`config.mk`:
```
export PLATFORM = sky130hd
export DESIGN_NAME = sync_ser_tx
export DESIGN_NICKNAME = d
export VERILOG_FILES = /design/src/rtl/sst_pkg.sv /design/src/rtl/sst_sckgen.sv /design/src/rtl/sst_regs.sv /design/src/rtl/sst_shifter.sv /design/src/rtl/sync_ser_tx.sv
export SDC_FILE = /design/constraint.sdc
export NUM_CORES = 1
export LEC_CHECK = 0
export BUFFER_PORTS_ARGS = -buffer_cell sky130_fd_sc_hd__buf_2
export CAP_MARGIN = 10
export CORE_AREA = 5 5 69 71
export CTS_BUF_LIST = sky130_fd_sc_hd__clkbuf_4
export CTS_CLUSTER_SIZE = 28
export DETAILED_ROUTE_END_ITERATION = 10
export DIE_AREA = 0 0 74 76
export GPL_TIMING_DRIVEN = 0
export PLACE_DENSITY = 0.79
export SLEW_MARGIN = 40
export SYNTH_ARGS = -nofsm -noshare
export SYNTH_HDL_FRONTEND = slang
export SYNTH_SLANG_ARGS = --single-unit
```
`constraint.sdc`:
```
create_clock -name clk -period 5.5 [get_ports clk]
set_input_delay 0.825 -clock clk [delete_from_list [all_inputs] [get_ports clk]]
set_output_delay 0.825 -clock clk [all_outputs]
set_load 0.01 [all_outputs]
```
`src/rtl/sst_pkg.sv`:
```
package sst_pkg;

    localparam int SST_DATA_W = 8;
    localparam int SST_DIV_W  = 8;

    typedef enum logic [1:0] {
        ST_IDLE   = 2'd0,
        ST_SHIFT  = 2'd1,
        ST_LOADED = 2'd2
    } tx_state_e;

    typedef struct packed {
        logic fall;
        logic rise;
    } sck_tick_t;

endpackage

```
`src/rtl/sst_sckgen.sv`:
```
module sst_sckgen
    import sst_pkg::*;
#(
    parameter int DIV_W = SST_DIV_W
) (
    input  logic             clk,
    input  logic             rst,
    input  logic             ext_mode,
    input  logic [DIV_W-1:0] div_half,
    input  logic             run,
    input  logic             start,
    input  logic             sck_in,
    output sck_tick_t        tick,
    output logic             sck_out
);

    logic [DIV_W-1:0] cnt;
    logic [DIV_W-1:0] half_m1;
    logic             sck_int;
    logic             wrap;
    logic             s_meta, s_sync, s_prev;

    assign half_m1 = (div_half == '0) ? '0 : div_half - 1'b1;
    assign wrap    = run && !ext_mode && !start && (cnt == half_m1);

    always_ff @(posedge clk) begin
        if (rst) begin
            cnt     <= '0;
            sck_int <= 1'b1;
        end else if (ext_mode) begin
            cnt     <= '0;
            sck_int <= 1'b1;
        end else if (start) begin
            cnt     <= '0;
            sck_int <= 1'b0;
        end else if (run) begin
            if (cnt == half_m1) begin
                cnt     <= '0;
                sck_int <= ~sck_int;
            end else begin
                cnt <= cnt + 1'b1;
            end
        end else begin
            cnt     <= '0;
            sck_int <= 1'b1;
        end
    end

    always_ff @(posedge clk) begin
        if (rst) begin
            s_meta <= 1'b1;
            s_sync <= 1'b1;
            s_prev <= 1'b1;
        end else begin
            s_meta <= sck_in;
            s_sync <= s_meta;
            s_prev <= s_sync;
        end
    end

    always_comb begin
        if (ext_mode) begin
            tick.rise = s_sync && !s_prev;
            tick.fall = !s_sync && s_prev;
        end else begin
            tick.rise = wrap && !sck_int;
            tick.fall = wrap && sck_int;
        end
    end

    assign sck_out = sck_int;

    assert_tick_exclusive_R5: assert property (@(posedge clk) disable iff (rst)
        $onehot0({tick.rise, tick.fall}));

    assert_clock_rests_high_R8: assert property (@(posedge clk) disable iff (rst)
        !run |-> sck_out);

endmodule

```
`src/rtl/sst_regs.sv`:
```
module sst_regs
    import sst_pkg::*;
#(
    parameter int DATA_W = SST_DATA_W
) (
    input  logic              clk,
    input  logic              rst,
    input  logic              wr_en,
    input  logic [DATA_W-1:0] wr_data,
    input  logic              load,
    input  logic              tend_set,
    output logic [DATA_W-1:0] data_reg,
    output logic              empty_flag,
    output logic              tend_flag
);

    always_ff @(posedge clk) begin
        if (rst) begin
            data_reg   <= '0;
            empty_flag <= 1'b1;
            tend_flag  <= 1'b1;
        end else if (wr_en) begin
            data_reg   <= wr_data;
            empty_flag <= 1'b0;
            tend_flag  <= 1'b0;
        end else begin
            if (load)     empty_flag <= 1'b1;
            if (tend_set) tend_flag  <= 1'b1;
        end
    end

    assert_one_load_per_write_R3: assert property (@(posedge clk) disable iff (rst)
        (load && !wr_en) |=> !load);

endmodule

```
`src/rtl/sst_shifter.sv`:
```
module sst_shifter
    import sst_pkg::*;
#(
    parameter int DATA_W = SST_DATA_W
) (
    input  logic              clk,
    input  logic              rst,
    input  logic              ext_mode,
    input  sck_tick_t         tick,
    input  logic              empty_flag,
    input  logic [DATA_W-1:0] data_reg,
    output logic              start,
    output logic              load,
    output logic              tend_set,
    output logic              run,
    output logic              txd
);

    localparam int IDX_W = (DATA_W > 1) ? $clog2(DATA_W) : 1;
    localparam logic [IDX_W-1:0] LAST_IDX = IDX_W'(DATA_W - 1);
    localparam logic [IDX_W-1:0] PRE_LAST = IDX_W'(DATA_W - 2);

    tx_state_e         state;
    logic [DATA_W-1:0] sr;
    logic [IDX_W-1:0]  idx;
    logic              frame_end;

    assign run       = (state != ST_IDLE);
    assign start     = (state == ST_IDLE) && !empty_flag;
    assign frame_end = (state == ST_SHIFT) && tick.rise && (idx == LAST_IDX);
    assign load      = start || (frame_end && !empty_flag);
    assign tend_set  = (state == ST_SHIFT) && tick.fall && (idx == PRE_LAST) && empty_flag;

    always_ff @(posedge clk) begin
        if (rst) begin
            state <= ST_IDLE;
            sr    <= '0;
            idx   <= '0;
            txd   <= 1'b1;
        end else begin
            case (state)
                ST_IDLE: begin
                    if (start) begin
                        sr    <= data_reg;
                        idx   <= '0;
                        txd   <= data_reg[0];
                        state <= ext_mode ? ST_LOADED : ST_SHIFT;
                    end
                end
                ST_SHIFT: begin
                    if (frame_end) begin
                        if (!empty_flag) begin
                            sr    <= data_reg;
                            state <= ST_LOADED;
                        end else begin
                            state <= ST_IDLE;
                        end
                    end else if (tick.fall && (idx != LAST_IDX)) begin
                        idx <= idx + 1'b1;
                        txd <= sr[idx + 1'b1];
                    end
                end
                ST_LOADED: begin
                    if (tick.fall) begin
                        idx   <= '0;
                        txd   <= sr[0];
                        state <= ST_SHIFT;
                    end
                end
                default: state <= ST_IDLE;
            endcase
        end
    end

    assert_txd_steady_R4: assert property (@(posedge clk) disable iff (rst)
        (!tick.fall && !start) |=> $stable(txd));

endmodule

```
`src/rtl/sync_ser_tx.sv`:
```
module sync_ser_tx
    import sst_pkg::*;
#(
    parameter int DATA_W = SST_DATA_W,
    parameter int DIV_W  = SST_DIV_W
) (
    input  logic              clk,
    input  logic              rst,
    input  logic              wr_en,
    input  logic [DATA_W-1:0] wr_data,
    input  logic              ext_clk_mode,
    input  logic [DIV_W-1:0]  div_half,
    input  logic              sck_in,
    input  logic              empty_ie,
    input  logic              end_ie,
    output logic              sck_out,
    output logic              txd,
    output logic              empty_flag,
    output logic              end_flag,
    output logic              irq_empty,
    output logic              irq_end
);

    sck_tick_t         tick;
    logic              start, load, tend_set, run;
    logic [DATA_W-1:0] data_reg;

    sst_regs #(.DATA_W(DATA_W)) u_regs (
        .clk        (clk),
        .rst        (rst),
        .wr_en      (wr_en),
        .wr_data    (wr_data),
        .load       (load),
        .tend_set   (tend_set),
        .data_reg   (data_reg),
        .empty_flag (empty_flag),
        .tend_flag  (end_flag)
    );

    sst_sckgen #(.DIV_W(DIV_W)) u_sckgen (
        .clk      (clk),
        .rst      (rst),
        .ext_mode (ext_clk_mode),
        .div_half (div_half),
        .run      (run),
        .start    (start),
        .sck_in   (sck_in),
        .tick     (tick),
        .sck_out  (sck_out)
    );

    sst_shifter #(.DATA_W(DATA_W)) u_shifter (
        .clk        (clk),
        .rst        (rst),
        .ext_mode   (ext_clk_mode),
        .tick       (tick),
        .empty_flag (empty_flag),
        .data_reg   (data_reg),
        .start      (start),
        .load       (load),
        .tend_set   (tend_set),
        .run        (run),
        .txd        (txd)
    );

    assign irq_empty = empty_flag & empty_ie;
    assign irq_end   = end_flag & end_ie;

    assert_end_raised_in_frame_R8: assert property (@(posedge clk) disable iff (rst)
        $rose(end_flag) |-> run);

endmodule

```
After elaboration in Yosys (flattened, before gate mapping)
Cells that the tools add are included.
{"block": "classes", "n_addsub": 3, "n_mul": 0, "div_mod_pow": 0, "n_lt_le_gt_ge": 1, "n_eq_ne": 13, "shifts": 0, "mux": 31, "n_bitwise": 4, "reduce_logical": 34}
{"operator": "2-to-1 mux 8 bit", "n": 4}
{"operator": "case mux 8 bit (2 select lines)", "n": 1}
{"operator": "logical AND 1 bit", "n": 15}
{"operator": "2-to-1 mux 1 bit", "n": 12}
{"operator": "2-to-1 mux 2 bit", "n": 6}
{"operator": "2-to-1 mux 3 bit", "n": 4}
{"operator": "case mux 3 bit (3 select lines)", "n": 1}
{"operator": "adder 8 x 1 -> 8 bit, second input constant", "n": 1}
{"operator": "equality test 8 bit", "n": 1}
{"operator": "zero test 8 bit", "n": 1}
{"operator": "!= test 2 bit, second input constant", "n": 4}
{"operator": "nonzero test 2 bit", "n": 4}
{"operator": "subtractor 8 x 1 -> 8 bit, second input constant", "n": 1}
{"operator": "equality test 3 bit, second input constant", "n": 2}
{"operator": "zero test 1 bit", "n": 6}
{"operator": "!= test 3 bit, second input constant", "n": 2}
{"operator": "case mux 2 bit (3 select lines)", "n": 1}
{"operator": "AND reduction 5 bit", "n": 1}
{"operator": "OR reduction 5 bit", "n": 1}
{"operator": "less-than comparator 3 x 4 -> 1 bit, second input constant", "n": 1}
{"operator": "!= test 2 x 1 -> 1 bit, second input constant", "n": 2}
{"operator": "AND reduction 4 bit", "n": 1}
{"operator": "adder 3 x 1 -> 3 bit, second input constant", "n": 1}
{"operator": "binary-select mux 1 bit (select 3 bit)", "n": 1}
{"operator": "10 further kinds", "n": 12}
{"block": "word_totals", "regBits": 36, "latch_bits": 0, "ramBits": 0, "romBits": 0, "inputBits": 23, "out_inout_bits": 6, "wordCells": 98, "n_memories": 0}

Longest topological paths before layout
{"block": "depth", "word_depth": 13, "mapped_depth": 11, "mapped_depth_nobuf": 9}

Modules after synthesis
Synthesis repeated with hierarchy kept, for this count alone.
{"block": "hier_totals", "cells_unflattened": 240, "hier_area_um2": 2165.8}
{"module": "sst_sckgen", "instances": 1, "cells_each": 118, "area_each_um2": 974.7, "seq_area_each_um2": 240.2}
{"module": "sst_shifter", "instances": 1, "cells_each": 88, "area_each_um2": 829.5, "seq_area_each_um2": 280.3}
{"module": "sst_regs", "instances": 1, "cells_each": 32, "area_each_um2": 349.1, "seq_area_each_um2": 200.2}
{"module": "sync_ser_tx", "instances": 1, "cells_each": 2, "area_each_um2": 12.5, "seq_area_each_um2": 0.0}

Least setup slack after synthesis
No wires, ideal clock.
{"block": "synth_path", "kind": "input to register", "start": "input port div_half[0]", "end": "register u_shifter.idx[1]", "setup_ns": 0.067, "arrival_ns": 3.272, "t_required_ns": 5.433, "slack_ns": 2.161, "stages": 10, "n_path_buf": 1, "cell_sequence": "inv_1 -> ha_1 -> or3b_1 -> clkbuf_1 -> o31a_1 -> nand4bb_1 -> a311oi_2 -> or4b_4 -> a211o_1 -> a21oi_2"}
{"block": "synth_between", "elab_chain_len": 10, "elab_cells_between_ends": 15, "cone_classes": "1 x add/sub; 4 x eq/ne; 2 x mux; 8 x reduce/logical"}
{"item": "start, declared", "line_no": "sync_ser_tx.sv:12", "text": "input logic [DIV_W-1:0] div_half,"}
{"item": "subtractor 8 x 1 -> 8 bit / zero test 8 bit (equally long branches)", "line_no": "sst_sckgen.sv:23", "text": "assign half_m1 = (div_half == '0) ? '0 : div_half - 1'b1;"}
{"item": "2-to-1 mux 8 bit (*)", "line_no": "sst_sckgen.sv:23"}
{"item": "equality test 8 bit (*)", "line_no": "sst_sckgen.sv:24", "text": "assign wrap = run && !ext_mode && !start && (cnt == half_m1);"}
{"item": "logical AND 1 bit (*)", "line_no": "sst_sckgen.sv:24"}
{"item": "logical AND 1 bit", "line_no": "sst_sckgen.sv:66", "text": "tick.rise = wrap && !sck_int;"}
{"item": "2-to-1 mux 2 bit (*)", "line_no": "sst_sckgen.sv:62", "text": "if (ext_mode) begin"}
{"item": "logical AND 1 bit (2 in a row)", "line_no": "sst_shifter.sv:30", "text": "assign frame_end = (state == ST_SHIFT) && tick.rise && (idx == LAST_IDX);"}
{"item": "!= test 2 bit (no line)"}
{"item": "AND reduction 5 bit (no line) (*)"}
{"item": "end signal, assigned", "line_no": "sst_shifter.sv:59", "text": "idx <= idx + 1'b1;"}
{"item": "end, declared", "line_no": "sst_shifter.sv:25", "text": "logic [IDX_W-1:0] idx;"}
Every way passes the cells marked *; elsewhere a longest branch is shown, timed or not.
A chain may end at the register's enable or synchronous reset.

Worst setup path in the final report
Same ends and word-level chain as after synthesis.

==> reports/results.ini <==
[grt]
grt_max_degree = 13
grt_pass1_vias = 1810
antenna_found_initial = 0
grt_first_pass_wirelength_mm = 8.11
grt_use_total = 0.180
grt-ovfl-total = 0

[clock_network]
cts_buffer_depth = 2
cts_resized = 0
clk_pin_slew_worst_paths_ns = 0.12
post_cts_buffers = 0
clock-root-buffer = clkbuf_4
htreeDepth = 2
cts_hold_buf = 0
cts_buffers = 5
clk_latency_ns = 0.36
clock-sinks = 36
cts_tree = yes

[yosys]
synth_fa_ha_area_frac = 0.0519
synth-async-reset-ratio = 0
synth.largest_area_cell = dfxtp_1
ys_ff_latch = 36
synth_seq_area_share = 0.332
synth.area.top_cells = dfxtp_1, ha_1, nand3_1
synth_xor_area_frac = 0.0524
synth_area_um2 = 2170
synth_nets = 291
avgSynthCellArea_um2 = 8.38
synth_common_cells = dfxtp_1, nor2_1, nand3_1
synth.area.mux_share = 0.0628
synthDistinctLibCells = 58
synth_top_area_frac = 0.332
synth_top_family_by_area = simple AND/OR/NAND/NOR gates
synth_simple_gate_area_frac = 0.260
yosysWarnings = 0
synth-edff-count = 0
synth_most_common_cell = dfxtp_1
ys.flop_type = dfxtp_1
synthCells = 259
synth_compound_area_frac = 0.194

[place]
placedCellCount = 336
gp_congestion = 0.913
dp_hpwl_mm = 3.54
io_buffers = 25

[status]
status = complete, no violations

[die]
rows = 24
start_util = 0.520
fp.dieW_um = 74
fp.dieH_um = 76
core_um2 = 4170
fp.dieArea_um2 = 5620
ios = 29

[setup_path]
cp.required_ns = 5.80
critPathMaxFanout = 7
critPathKind = in -> reg
arrival_ns = 3.77
crit_path_start_kind = input port
critPathCaptureType = register

[power_and_ir_drop]
vdd_drop_max_mv = 0.163
power.density_nw_per_um2 = 290
p_leak_nw = 0.913

[routing]
ant_nets = 0
drt-initial-drc-count = 124
wl_mm = 4.82
drc = 0
wl_per_cell_um = 14.0
dr.pass1.iters = 4
routed_via_density = 5.80
vias = 1996

[sta]
finalHoldViolCount = 0
skew_ns = 0.00971
finalSetupTns_ns = 0
drv_slew = 0
min_period_over_period = 0.632
post-route-min-period_ns = 3.48
setup_viol = 0
tightest_slew_ns = 0.731
fmax_ghz = 0.288
relSlewSlack = 0.508
rsz0062_at_grt = false

[finish]
final_nets = 323
n_fill_cell = 388
num_antenna_cells = 0
drive_gt1_frac = 0.154
final_cells = 344
area_delta_synth_final_pct = 12.4

[run]
cap_violations = 0

[min_path]
hold_class = reg -> reg

per-stage QoR:
stage          instance area [µm²]   util  worst slack (ns)  hold slack (ns)  power [mW]
6_report                      2440  0.585              2.02            0.421       0.709
3_3_place_gp                  2360  0.566              1.76            0.390       0.515
3_5_place_dp                  2360  0.566              1.69            0.396       0.520
4_1_cts                       2440  0.585              2.07            0.423       0.711
2_1_floorplan                 2170      -              2.16            0.389       0.464
5_1_grt                       2440  0.585              1.80            0.441       0.757
layout by cell type (no fill, tap or decap), types with 3 or more instances in the layout:
cell type / count
xor2_1: 7
xnor2_1: 6
nor3_1: 6
a22oi_1: 5
nand2b_1: 5
nand2_1: 8
clkbuf_4: 5
and2_1: 5
dfxtp_1: 36
a21oi_1: 17
nor4_1: 4
o21ai_0: 17
buf_2: 26
inv_1: 11
or4_1: 4
nand3_1: 21
mux2i_1: 8
nor2_1: 25
o211ai_1: 3
clkbuf_1: 14
ha_1: 9
or2_2: 3
cell families (layout without fill, tap and decap cells):
logic type / after synthesis / after routing
AND/OR/NAND/NOR: 100 / 100
AO/OA/AOI/OAI: 63 / 63
flip-flops: 36 / 36
buffers and inverters: 27 / 60
XOR/XNOR: 13 / 13
multiplexers: 11 / 11
adder cells (fa/ha/maj): 9 / 9
final cells by class:
class	count	area, µm²	area share
multi-input combinational	196	1350	0.552
sequential	36	721	0.295
timing repair buffer	25	125	0.0513
tap	52	65.1	0.0267
buffer	16	61.3	0.0251
clock inverter	3	42.5	0.0174
inverter	11	41.3	0.0169
clock buffer	5	37.5	0.0154
per-layer routing:
layer  up-vias  GRT usage  share of wire
met5         -          0              0
met4         0     0.0761          0.017
met3         8     0.0356          0.057
met2        54      0.289           0.49
met1       918      0.230           0.44
li1       1016          -              -
where the power goes:
group | switching, mW | internal (mW)
clock | 0.0974 | 0.0947
combinational | 0.133 | 0.0824
sequential | 0.0184 | 0.282
total | 0.249 | 0.460
worst paths after layout:
path | from | cells after the start | slack (ns) | to
setup / recovery | div_half[0] | 11 | 2.02 | u_shifter.idx[1]
setup reg to reg | u_shifter.state[1] | 8 | 2.90 | u_shifter.idx[1]
hold reg to reg | u_sckgen.s_meta | 1 | 0.42 | u_sckgen.s_sync
hold / removal | u_sckgen.s_meta | 1 | 0.42 | u_sckgen.s_sync
critical path, cell delays in order:
cell       delay [ns]
buf_2            0.15
inv_1            0.07
ha_1             0.22
or3b_1           0.36
clkbuf_1         0.17
o31a_1           0.28
nand4bb_1        0.21
a311oi_2         0.46
or4b_4           0.56
a211o_1          0.33
a21oi_2          0.13
No activity file was read; power rests on OpenSTA's default activity.
